==> src/rtl/pipe6_pkg.sv <==
package pipe6_pkg;

    // Stage count and stage indices; the ordering is the flow order.
    localparam int unsigned NSTAGE  = 6;
    localparam int unsigned ST_FI   = 0;   // fetch
    localparam int unsigned ST_DI   = 1;   // decode
    localparam int unsigned ST_CA   = 2;   // operand-address calculation
    localparam int unsigned ST_FO   = 3;   // operand fetch
    localparam int unsigned ST_EX   = 4;   // execute
    localparam int unsigned ST_WB   = 5;   // write-back
    localparam int unsigned NFRONT  = ST_FO;  // stages frozen by a stall

    // Per-cycle advance decision for the whole pipe.
    typedef enum logic [1:0] {
        ADV_RUN   = 2'd0,   // everything shifts, fetch may accept
        ADV_HOLD  = 2'd1,   // front frozen, bubble into operand fetch
        ADV_FLUSH = 2'd2    // younger-than-execute squashed, redirect
    } adv_e;

endpackage

==> src/rtl/pipe6_ctrl.sv <==
module pipe6_ctrl
    import pipe6_pkg::*;
(
    input  logic stall_i,
    input  logic resolve_vld_i,
    input  logic resolve_taken_i,
    input  logic ex_vld_i,
    input  logic fetch_vld_i,
    output adv_e mode_o,
    output logic accept_o,
    output logic fetch_rdy_o
);

    logic taken_flush;

    always_comb begin
        // A resolve only counts when a real instruction sits in execute.
        taken_flush = resolve_vld_i && resolve_taken_i && ex_vld_i;

        // Flush outranks the hazard stall.
        if (taken_flush) begin
            mode_o = ADV_FLUSH;
        end else if (stall_i) begin
            mode_o = ADV_HOLD;
        end else begin
            mode_o = ADV_RUN;
        end

        fetch_rdy_o = (mode_o == ADV_RUN);
        accept_o    = fetch_rdy_o && fetch_vld_i;
    end

endmodule

==> src/rtl/pipe6_pc.sv <==
module pipe6_pc
    import pipe6_pkg::*;
#(
    parameter int unsigned ADDR_W = 16
) (
    input  logic              clk,
    input  logic              rst_n,
    input  adv_e              mode_i,
    input  logic              accept_i,
    input  logic [ADDR_W-1:0] target_i,
    output logic [ADDR_W-1:0] pc_o
);

    localparam logic [ADDR_W-1:0] PC_RESET = '0;
    localparam logic [ADDR_W-1:0] PC_STEP  = ADDR_W'(1);

    typedef struct packed {
        logic [ADDR_W-1:0] pc;
    } pc_state_t;

    pc_state_t st_d, st_q;

    always_comb begin
        st_d = st_q;
        unique case (mode_i)
            ADV_FLUSH: st_d.pc = target_i;
            ADV_HOLD:  st_d.pc = st_q.pc;
            default: begin
                if (accept_i) begin
                    st_d.pc = st_q.pc + PC_STEP;
                end
            end
        endcase
    end

    always_ff @(posedge clk or negedge rst_n) begin
        if (!rst_n) begin
            st_q.pc <= PC_RESET;
        end else begin
            st_q <= st_d;
        end
    end

    assign pc_o = st_q.pc;

endmodule

==> src/rtl/pipe6_stages.sv <==
module pipe6_stages
    import pipe6_pkg::*;
#(
    parameter int unsigned TAG_W = 8
) (
    input  logic                     clk,
    input  logic                     rst_n,
    input  adv_e                     mode_i,
    input  logic                     accept_i,
    input  logic [TAG_W-1:0]         fetch_tag_i,
    output logic [NSTAGE-1:0]        vld_o,
    output logic [NSTAGE*TAG_W-1:0]  tag_o
);

    typedef struct packed {
        logic             vld;
        logic [TAG_W-1:0] tag;
    } slot_t;

    typedef struct packed {
        slot_t [NSTAGE-1:0] s;
    } pipe_state_t;

    localparam slot_t SLOT_EMPTY = '{vld: 1'b0, tag: '0};

    pipe_state_t st_d, st_q;

    always_comb begin
        st_d = st_q;

        // Oldest end always drains: write-back takes execute, execute
        // takes operand fetch. Retire is the content of write-back.
        st_d.s[ST_WB] = st_q.s[ST_EX];

        unique case (mode_i)
            ADV_FLUSH: begin
                // Everything younger than the resolving branch dies.
                for (int i = 0; i < int'(ST_WB); i++) begin
                    st_d.s[i] = SLOT_EMPTY;
                end
            end
            ADV_HOLD: begin
                // Front stages keep their contents; a bubble enters
                // operand fetch while execute keeps draining.
                for (int i = 0; i < int'(NFRONT); i++) begin
                    st_d.s[i] = st_q.s[i];
                end
                st_d.s[ST_FO] = SLOT_EMPTY;
                st_d.s[ST_EX] = st_q.s[ST_FO];
            end
            default: begin
                for (int i = 1; i < int'(ST_WB); i++) begin
                    st_d.s[i] = st_q.s[i-1];
                end
                st_d.s[ST_FI].vld = accept_i;
                st_d.s[ST_FI].tag = accept_i ? fetch_tag_i : '0;
            end
        endcase
    end

    always_ff @(posedge clk or negedge rst_n) begin
        if (!rst_n) begin
            for (int i = 0; i < int'(NSTAGE); i++) begin
                st_q.s[i] <= SLOT_EMPTY;
            end
        end else begin
            st_q <= st_d;
        end
    end

    for (genvar g = 0; g < int'(NSTAGE); g++) begin : g_out
        assign vld_o[g]               = st_q.s[g].vld;
        assign tag_o[g*TAG_W +: TAG_W] = st_q.s[g].tag;
    end

endmodule

==> src/rtl/pipe6_sequencer.sv <==
module pipe6_sequencer
    import pipe6_pkg::*;
#(
    parameter int unsigned TAG_W  = 8,
    parameter int unsigned ADDR_W = 16
) (
    input  logic                     clk,
    input  logic                     rst_n,
    output logic [ADDR_W-1:0]        fetch_addr_o,
    output logic                     fetch_rdy_o,
    input  logic                     fetch_vld_i,
    input  logic [TAG_W-1:0]         fetch_tag_i,
    input  logic                     stall_i,
    input  logic                     resolve_vld_i,
    input  logic                     resolve_taken_i,
    input  logic [ADDR_W-1:0]        resolve_target_i,
    output logic [5:0]               stage_vld_o,
    output logic [6*TAG_W-1:0]       stage_tag_o,
    output logic                     retire_o,
    output logic [TAG_W-1:0]         retire_tag_o
);

    adv_e                    mode;
    logic                    accept;
    logic [NSTAGE-1:0]       vld;
    logic [NSTAGE*TAG_W-1:0] tag;

    pipe6_ctrl u_ctrl (
        .stall_i         (stall_i),
        .resolve_vld_i   (resolve_vld_i),
        .resolve_taken_i (resolve_taken_i),
        .ex_vld_i        (vld[ST_EX]),
        .fetch_vld_i     (fetch_vld_i),
        .mode_o          (mode),
        .accept_o        (accept),
        .fetch_rdy_o     (fetch_rdy_o)
    );

    pipe6_pc #(.ADDR_W(ADDR_W)) u_pc (
        .clk      (clk),
        .rst_n    (rst_n),
        .mode_i   (mode),
        .accept_i (accept),
        .target_i (resolve_target_i),
        .pc_o     (fetch_addr_o)
    );

    pipe6_stages #(.TAG_W(TAG_W)) u_stages (
        .clk         (clk),
        .rst_n       (rst_n),
        .mode_i      (mode),
        .accept_i    (accept),
        .fetch_tag_i (fetch_tag_i),
        .vld_o       (vld),
        .tag_o       (tag)
    );

    assign stage_vld_o  = vld;
    assign stage_tag_o  = tag;
    assign retire_o     = vld[ST_WB];
    assign retire_tag_o = tag[ST_WB*TAG_W +: TAG_W];

endmodule

==> config.mk <==
export PLATFORM = sky130hd
export DESIGN_NAME = pipe6_sequencer
export DESIGN_NICKNAME = d
export VERILOG_FILES = /design/src/rtl/pipe6_pkg.sv /design/src/rtl/pipe6_ctrl.sv /design/src/rtl/pipe6_pc.sv /design/src/rtl/pipe6_stages.sv /design/src/rtl/pipe6_sequencer.sv
export SDC_FILE = /design/constraint.sdc
export NUM_CORES = 1
export LEC_CHECK = 0
export BUFFER_PORTS_ARGS = -buffer_cell sky130_fd_sc_hd__buf_2
export CELL_PAD_IN_SITES_DETAIL_PLACEMENT = 1
export CELL_PAD_IN_SITES_GLOBAL_PLACEMENT = 2
export CORE_MARGIN = 1.5
export CORE_UTILIZATION = 26
export DETAILED_ROUTE_END_ITERATION = 16
export PLACE_DENSITY = 0.75
export SLEW_MARGIN = 20
export SYNTH_ARGS = -nofsm -noshare
export SYNTH_HDL_FRONTEND = slang
export SYNTH_SLANG_ARGS = --single-unit
==> constraint.sdc <==
create_clock -name clk -period 1.64 [get_ports clk]
set_input_delay 0.328 -clock clk [delete_from_list [all_inputs] [get_ports clk]]
set_output_delay 0.328 -clock clk [all_outputs]
set_load 0.02 [all_outputs]
==> results of run 1 <==
==> stage by stage <==
stage / cells / utilization, % / hold WS, ns
after detailed placement: 514 / 33.6 / 0.359
final: 531 / 36.8 / 0.00131
after global routing: 531 / 36.8 / 0.0404
after global placement: 514 / 33.6 / 0.357
after floorplan: 276 / - / 0.0324
after CTS: 530 / 36.4 / 0.0254
==> per-layer routing <==
layer | GRT usage, % | share of wire [%] | vias to the layer above
met2 | 21.4 | 48 | 72
met5 | 0 | 0 | -
met3 | 2.55 | 5.2 | 9
met1 | 16.9 | 45 | 1145
li1 | - | - | 1124
met4 | 5.29 | 1.3 | 0
==> flip-flops by register name, indices dropped and copies added (netlist names) <==
register / flops
u_stages.tag_o: 48
u_pc.pc_o: 16
u_stages.vld_o: 6
==> cell type report <==
class	instances	area, sq um	area share [%]
flip-flops and latches	70	1770	44.0
multi-input cells	172	1030	25.7
clock inverters	6	68.8	1.71
repair buffers	131	728	18.1
inverters	2	7.51	0.187
clock buffers	10	239	5.94
well taps	140	175	4.36
==> power by group <==
part	internal, mW	switching, mW	leakage, nW
Combinational	0.658	1.00	1.01
Clock	1.23	0.741	0.149
Sequential	2.07	0.279	0.896
==> final timing paths <==
| path | startpoint | end | slack, ns | depth (start not counted) |
|---|---|---|---|---|
| worst max register to register | u_pc.pc_o[7] | u_pc.pc_o[13] | 0.04 | 4 |
| worst min-delay path | rst_n | u_pc.pc_o[1] | 0.001 | 2 |
| min in group clk | resolve_target_i[6] | u_pc.pc_o[6] | 0.20 | 3 |
| worst min register to register | u_stages.tag_o[34] | u_stages.tag_o[42] | 0.37 | 0 |
| worst max-delay path | u_pc.pc_o[7] | u_pc.pc_o[13] | 0.04 | 4 |
| max in group asynchronous | rst_n | u_pc.pc_o[11] | 1.32 | 2 |
==> cell usage in the layout, fill, tap and decap left out, types with 2 or more instances in the layout <==
cell type / n
a21oi_1: 9
a31oi_1: 2
and2_1: 18
buf_2: 107
buf_4: 23
clkbuf_16: 9
clkinv_4: 2
dfrtp_1: 57
dfrtp_2: 13
inv_1: 2
mux2i_1: 20
nand2_1: 27
nand3_1: 5
nand3_4: 2
nand4_1: 4
nor2_1: 38
nor2b_1: 2
nor3_1: 4
nor4_1: 3
nor4_2: 2
o21ai_0: 15
xnor2_1: 9
xor2_1: 3
==> cells by family after synthesis <==
family | count (synthesis) | share of synthesized area, %
multiplexers | 20 | 6.81
AND/OR/NAND/NOR | 112 | 18.1
AO/OA/AOI/OAI | 27 | 4.77
buffers and inverters | 34 | 6.73
adder cells (fa/ha/maj) | 1 | 0.426
XOR/XNOR | 12 | 3.58
flip-flops | 70 | 59.6
==> repair_timing <==
action	4_1_cts	5_1_grt
resized for setup	2	5
hold buffers	0	0
endpoints found under the setup margin	1	4
buffers inserted	0	1
pin swaps	0	4
==> qor.yml, run 1 <==
outcome:
  outcome: "finished, final reports clean"
synth:
  ys_warn_count: 0
  synth_top_area_cell: "dfrtp_1"
  syn-num-nets: 307
  syn-cell-area_sq_um: 2940
  synthArstFlopShare_pct: 100
  synthTopCellsByCount: "dfrtp_1 (70), nor2_1 (39), nand2_1 (27), mux2i_1 (20)"
  synth.avg_cell_area_sq_um: 10.6
  yosysSeqAreaShare_pct: 59.6
  synth_seq_cells: 70
  synth_cells: 276
  synth_top_area_share_pct: 59.6
  ys_types: 27
  synth_edf_count: 0
  synth_most_common_cell: "dfrtp_1"
  synth_flop_cell: "dfrtp_1"
  synth.area.top_cells: "dfrtp_1 (60%), mux2i_1 (6.8%), nor2_1 (5.0%), buf_4 (4.6%), and2_1 (3.8%)"
sta:
  fin_crit_ns: 1.60
  tightestPinTransition_ns: 0.411
  finalCritPeriodShare_pct: 97.6
  final-setup-viol-count: 0
  maxSlewViolCount: 0
  finalHoldViolCount: 0
  grt_setup_unrepaired: "true"
  fin_skew_ns: 0.00950
  max_freq_ghz: 0.625
  relSlewSlack_pct: 72.5
  timing.final.ws_setup_ns: 0.0391
  finalSetupTns_ns: 0
grt:
  grt_pass1_wl_mm: 11.8
  grt_pass1_vias: 2349
  antenna_found_initial: 0
  grt_max_degree: 71
  gr-usage-all-layers_pct: 13.0
  grt-ovfl-total: 0
worst_setup_path:
  arrival_ns: 1.84
  critPathMaxFanout: 4
  worstSetupStartpointType: "register"
  max_stage_delay_ns: 0.51
  crit_type: "reg -> reg"
  cp_slowest_cell: "or4_1"
  path_buf_inv: 0
  end_kind: "register"
  cp_data_required_time_ns: 1.88
  cp_cell_sequence: "nand3_4 > or4_1 > or3_1 > a31oi_1"
  cp_top_family: "simple AND/OR/NAND/NOR gates"
placed_design:
  place_ws_ns: -0.0892
  io_buffers: 109
  gp_congestion: 0.789
  dpl.hpwl_mm: 5.58
  place_area_sq_um: 3670
routing:
  antenna_left: 0
  drcViolationCount: 0
  routed_wl_mm: 7.51
  drtIter0Drc: 50
  vias_per_cell: 4.43
  routed-via-count: 2350
  drt-pass1-iter-count: 4
  wl_per_cell_microns: 14.1
floorplanning:
  num_rows: 38
  initial_core_util_pct: 26.9
  io_pins: 110
  coreArea_sq_um: 10900
  die_y_microns: 109
  die_width_microns: 109
  dieArea_sq_um: 12000
layout:
  drive_above_1_share_pct: 43.0
  n_antenna_cell: 0
  fin_nets: 417
  syn2layout_area_growth_pct: 36.8
  fin_area_sq_um: 4020
  fillers: 1279
worst_hold_path:
  hold_class: "in -> async"
cts:
  clk_pin_slew_ns: 0.06
  cts_buffer_depth: 2
  cts_root_buffer: "clkbuf_16"
  clk_latency_ns: 0.32
  htreeDepth: 3
  clock_sinks: 70
  cts_buffers: 9
  cts_tree: "yes"
power:
  p_leak_nw: 2.06
  power.density_nw_per_um2: 1480
  peakVddDrop_mv: 0.405
  power_mw: 5.97
run:
  maxCapViolations: 0
No activity file was read; power rests on OpenSTA's default activity.
==> inputs of run 2 (changes only) <==
- PLACE_DENSITY: 0.75 -> default
- PLACE_DENSITY_LB_ADDON: default -> 0.15
==> qor.yml, run 2 (synthesis gave the netlist of run 1 again) <==
layout:
  mostFrequentLayoutCells: "buf_2 (107), dfrtp_1 (57), nor2_1 (38)"
  final_common_cell: "buf_2"
  fillers: 1249  # -2.3%
  fin_nets: 418  # +0.24%
  largest_reg_flops: 48  # unchanged
  multi_input_area_sq_um: 1020  # -1.2%
  fin_area_sq_um: 4040  # +0.37%
  syn2layout_area_growth_pct: 37.3
  n_antenna_cell: 0  # unchanged
  drive_above_1_share_pct: 42.3  # -0.62 points
  seq_area_sq_um: 1770  # unchanged
routing:
  drtIter0Drc: 76  # +52%
  routed_wl_mm: 7.57  # +0.76%
  drcViolationCount: 0  # unchanged
  antenna_left: 0  # unchanged
  drt-pass1-iter-count: 4  # unchanged
  wl_per_cell_microns: 14.2  # +0.57%
  routed-via-count: 2304  # -2.0%
  vias_per_cell: 4.33  # -2.1%
sta:
  finalCritPeriodShare_pct: 97.8  # +0.15 points
  final-setup-viol-count: 0  # unchanged
  max_freq_ghz: 0.624  # -0.15%
  maxSlewViolCount: 0  # unchanged
  grt_setup_unrepaired: "true"
  fin_crit_ns: 1.60  # +0.00244 ns
  timing.hold.ws_ns: -0.0135  # -0.0148 ns
  finalHoldViolCount: 17  # +17
  timing.final.ws_setup_ns: 0.0367  # -0.00244 ns
  tightestPinTransition_ns: 0.558  # +0.147 ns
  finalSetupTns_ns: 0  # unchanged
  fin_skew_ns: 0.00951  # +0.0000131 ns
  relSlewSlack_pct: 62.8  # -9.7 points
worst_setup_path:
  end_kind: "register"
  crit_type: "reg -> reg"
  path_buf_inv: 0  # unchanged
  cp_cell_sequence: "nand3_4 > or4_1 > or3_1 > a31oi_1"
  max_stage_delay_ns: 0.52  # about the same
  arrival_ns: 1.85  # about the same
  worstSetupStartpointType: "register"
  cp_top_family: "simple AND/OR/NAND/NOR gates"
  critPathMaxFanout: 4  # unchanged
  cp_slowest_cell: "or4_1"
  cp_data_required_time_ns: 1.89  # about the same
floorplanning:
  die_y_microns: 109  # unchanged
  die_width_microns: 109  # unchanged
  num_rows: 38  # unchanged
  coreArea_sq_um: 10900  # unchanged
  io_pins: 110  # unchanged
  initial_core_util_pct: 26.9  # unchanged
  dieArea_sq_um: 12000  # unchanged
grt:
  grt-ovfl-total: 0  # unchanged
  grt_max_degree: 40  # -44%
  grt_pass1_vias: 2336  # -0.55%
  antenna_found_initial: 0  # unchanged
  grt_pass1_wl_mm: 12.0  # +1.7%
  gr-usage-all-layers_pct: 13.5  # +0.45 points
cts:
  clk_pin_slew_ns: 0.06  # about the same
  cts_tree: "yes"
  htreeDepth: 3  # unchanged
  cts_setup_buffers: 0  # unchanged
  clk_latency_ns: 0.33  # about the same
  clock_sinks: 70  # unchanged
  cts_buffer_depth: 2  # unchanged
  cts_root_buffer: "clkbuf_16"
  cts_hold_buf: 0  # unchanged
  cts_buffers: 9  # unchanged
power:
  power_mw: 6.12  # +2.5%
  p_leak_nw: 2.07  # +0.47%
  power.density_nw_per_um2: 1520  # +2.1%
  peakVddDrop_mv: 0.443  # +9.4%
placed_design:
  dpl.hpwl_mm: 5.58  # about the same
  gp_congestion: 0.740  # -6.2%
  io_buffers: 109  # unchanged
  place_ws_ns: -0.120  # -0.0309 ns
  place_area_sq_um: 3690  # +0.41%
outcome:
  violations: "hold timing"
  outcome: "complete, but fails checks"
worst_hold_path:
  hold_class: "in -> async"
run:
  maxCapViolations: 0  # unchanged
## run 2: routing by layer
metal	wire length, microns	vias to the layer above	global-route usage (%)
met4	139	0	6.03
met3	381	9	4.15
met1	3510	1096	17.9
met2	3540	63	20.1
li1	-	1136	-
met5	0	-	0
## run 2: worst reg2reg max path, stage by stage (launching register included)
cell,delay (ns)
dfrtp_2,0.41
nand3_4,0.10
or4_1,0.52
or3_1,0.32
a31oi_1,0.17
## run 2: layout make-up
cell class | instances | area share (%)
Tap cell | 140 | 4.34
Clock buffer | 9 | 5.58
Clock inverter | 7 | 2.54
Inverter | 2 | 0.186
Multi-Input combinational cell | 172 | 25.3
Sequential cell | 70 | 43.8
Timing Repair Buffer | 132 | 18.2
## run 2: final timing paths
check                           cells after the start                  to  slack [ns]                 from
worst max-delay path                                4       u_pc.pc_o[13]        0.04         u_pc.pc_o[7]
worst min-delay path                                1        u_pc.pc_o[1]       -0.01                rst_n
worst max register to register                      4       u_pc.pc_o[13]        0.04         u_pc.pc_o[7]
worst min register to register                      0  u_stages.tag_o[42]        0.37   u_stages.tag_o[34]
max in group asynchronous                           2  u_stages.tag_o[28]        1.07                rst_n
min in group clk                                    3        u_pc.pc_o[3]        0.20  resolve_target_i[3]
## run 2: what timing repair did
action                     in CTS  in global routing
setup endpoints to repair       1                  3
cloned                          0                  0
resized for setup               2                  3
## run 2: power by group
part | switching, mW | internal, mW | leakage, nW
Combinational | 1.00 | 0.661 | 1.01
Clock | 0.773 | 1.35 | 0.157
Sequential | 0.271 | 2.07 | 0.896
## run 2: metrics by stage
step / util (%) / hold WS [ns] / instances
global placement: 33.7 / 0.354 / 516
CTS: 36.8 / 0.00803 / 532
floorplan: - / 0.0324 / 276
global route: 36.9 / 0.0131 / 532
finish: 36.9 / -0.0135 / 532
detailed placement: 33.7 / 0.356 / 516
==> inputs of run 3 (changes only) <==
- HOLD_SLACK_MARGIN: default -> 0.03
- RECOVER_POWER: default -> 25
==> qor.yml, run 3 (synthesis gave the netlist of run 1 again) <==
floorplanning:
  dieArea_sq_um: 12000  # unchanged
  io_pins: 110  # unchanged
  num_rows: 38  # unchanged
  die_y_microns: 109  # unchanged
  initial_core_util_pct: 26.9  # unchanged
  die_width_microns: 109  # unchanged
  coreArea_sq_um: 10900  # unchanged
run:
  maxCapViolations: 0  # unchanged
routing:
  wl_per_cell_microns: 14.2  # -0.36%
  drtIter0Drc: 81  # +6.6%
  routed_wl_mm: 7.55  # -0.17%
  met3WireLength_microns: 355  # -6.8%
  antenna_left: 0  # unchanged
  vias_per_cell: 4.32  # -0.23%
  highest_layer: "met4"
  routed-via-count: 2303  # -0.043%
  drcViolationCount: 0  # unchanged
  drt-pass1-iter-count: 4  # unchanged
  met1_length_mm: 3.53  # +0.57%
  wl_met2_mm: 3.53  # about the same
worst_setup_path:
  cp_top_family: "simple AND/OR/NAND/NOR gates"
  path_buf_inv: 0  # unchanged
  arrival_ns: 1.85  # about the same
  critPathMaxFanout: 4  # unchanged
  crit_type: "reg -> reg"
  cp_slowest_cell: "or4_1"
  cp_cell_sequence: "nand3_4 > or4_1 > or3_1 > a31oi_1"
  cp_data_required_time_ns: 1.88  # about the same
  max_stage_delay_ns: 0.52  # about the same
  end_kind: "register"
  worstSetupStartpointType: "register"
  regToRegSetupSlack_ns: 0.04  # about the same
cts:
  clk_pin_slew_ns: 0.06  # about the same
  cts_tree: "yes"
  clk_latency_ns: 0.33  # about the same
  htreeDepth: 3  # unchanged
  cts_buffer_depth: 2  # unchanged
  cts_buffers: 9  # unchanged
  cts_setup_buffers: 0  # unchanged
  clock_sinks: 70  # unchanged
  cts_root_buffer: "clkbuf_16"
placed_design:
  io_buffers: 109  # unchanged
  place_area_sq_um: 3690  # unchanged
  gp_congestion: 0.740  # unchanged
  place_ws_ns: -0.120  # unchanged
  dpl.hpwl_mm: 5.58  # unchanged
layout:
  fin_nets: 419  # +0.24%
  n_antenna_cell: 0  # unchanged
  syn2layout_area_growth_pct: 37.3  # about the same
  utilization_pct: 36.9  # about the same
  drive_above_1_share_pct: 42.2  # -0.11 points
  fin_area_sq_um: 4040  # about the same
  final_common_cell: "buf_2"
  largest_reg_flops: 48  # unchanged
  mostFrequentLayoutCells: "buf_2 (108), dfrtp_1 (57), nor2_1 (38)"
grt:
  grt-ovfl-total: 0  # unchanged
  grt_pass1_wl_mm: 12.0  # +0.11%
  antenna_found_initial: 0  # unchanged
  grt_max_degree: 40  # unchanged
  grt_pass1_vias: 2337  # +0.043%
  gr-usage-all-layers_pct: 13.5  # about the same
power:
  power_mw: 6.12  # about the same
  power.density_nw_per_um2: 1520  # about the same
  peakVddDrop_mv: 0.443  # about the same
  p_leak_nw: 2.07  # about the same
sta:
  max_freq_ghz: 0.623  # about the same
  relSlewSlack_pct: 36.2  # -27 points
  tightestPinTransition_ns: 0.957  # +0.398 ns
  finalHoldViolCount: 0  # -17
  final-setup-viol-count: 0  # unchanged
  fin_skew_ns: 0.0104  # +0.000893 ns
  grt_setup_unrepaired: "true"
  finalCritPeriodShare_pct: 97.8  # about the same
  timing.final.ws_setup_ns: 0.0358  # -0.000816 ns
  maxSlewViolCount: 0  # unchanged
  finalSetupTns_ns: 0  # unchanged
  fin_crit_ns: 1.60  # +0.000816 ns
worst_hold_path:
  hold_class: "in -> reg"
outcome:
  outcome: "finished, final reports clean"
## run 3: area by class of cell
type                            instances  area (sq um)
Clock inverter                          7           103
Multi-Input combinational cell        172          1020
Tap cell                              140           175
Clock buffer                            9           225
Sequential cell                        70          1770
Fill cell                            1252          6900
Timing Repair Buffer                  133           734
Inverter                                2          7.51
## run 3: worst min-delay path: stages
cell and delay, ns:
buf_2 0.07, nand2_1 0.03, o21ai_0 0.06
## run 3: stage by stage
| stage | cells | hold WS [ns] |
|---|---|---|
| after floorplan | 276 | 0.0324 |
| after global placement | 516 | 0.354 |
| after detailed placement | 516 | 0.356 |
| final | 533 | 0.196 |
| after CTS | 533 | 0.188 |
| after global routing | 533 | 0.192 |
## run 3: worst paths after layout
check | from | end | depth (start not counted)
max | u_pc.pc_o[7] | u_pc.pc_o[13] | 4
min | resolve_target_i[3] | u_pc.pc_o[3] | 3
max reg2reg | u_pc.pc_o[7] | u_pc.pc_o[13] | 4
min reg2reg | u_stages.tag_o[34] | u_stages.tag_o[42] | 0
max in group asynchronous | rst_n | u_stages.vld_o[3] | 3
min in group asynchronous | rst_n | u_pc.pc_o[1] | 2
## run 3: where the power goes
part | internal (mW) | total (mW) | switching (mW) | leakage, nW
Clock | 1.35 | 2.13 | 0.776 | 0.157
Combinational | 0.659 | 1.66 | 1.00 | 1.01
Sequential | 2.07 | 2.34 | 0.270 | 0.896
## run 3: layer usage
metal / GRT usage [%] / vias up
li1: - / 1136
met1: 18.0 / 1095
met2: 20.1 / 62
met3: 4.15 / 10
met4: 6.03 / 0
met5: 0 / -
## run 3: timing repair
action	CTS	global route
resized for setup	2	3
endpoints found under the hold margin	37	0
pin swaps	0	0
hold buffers	1	0
endpoints found under the setup margin	1	3
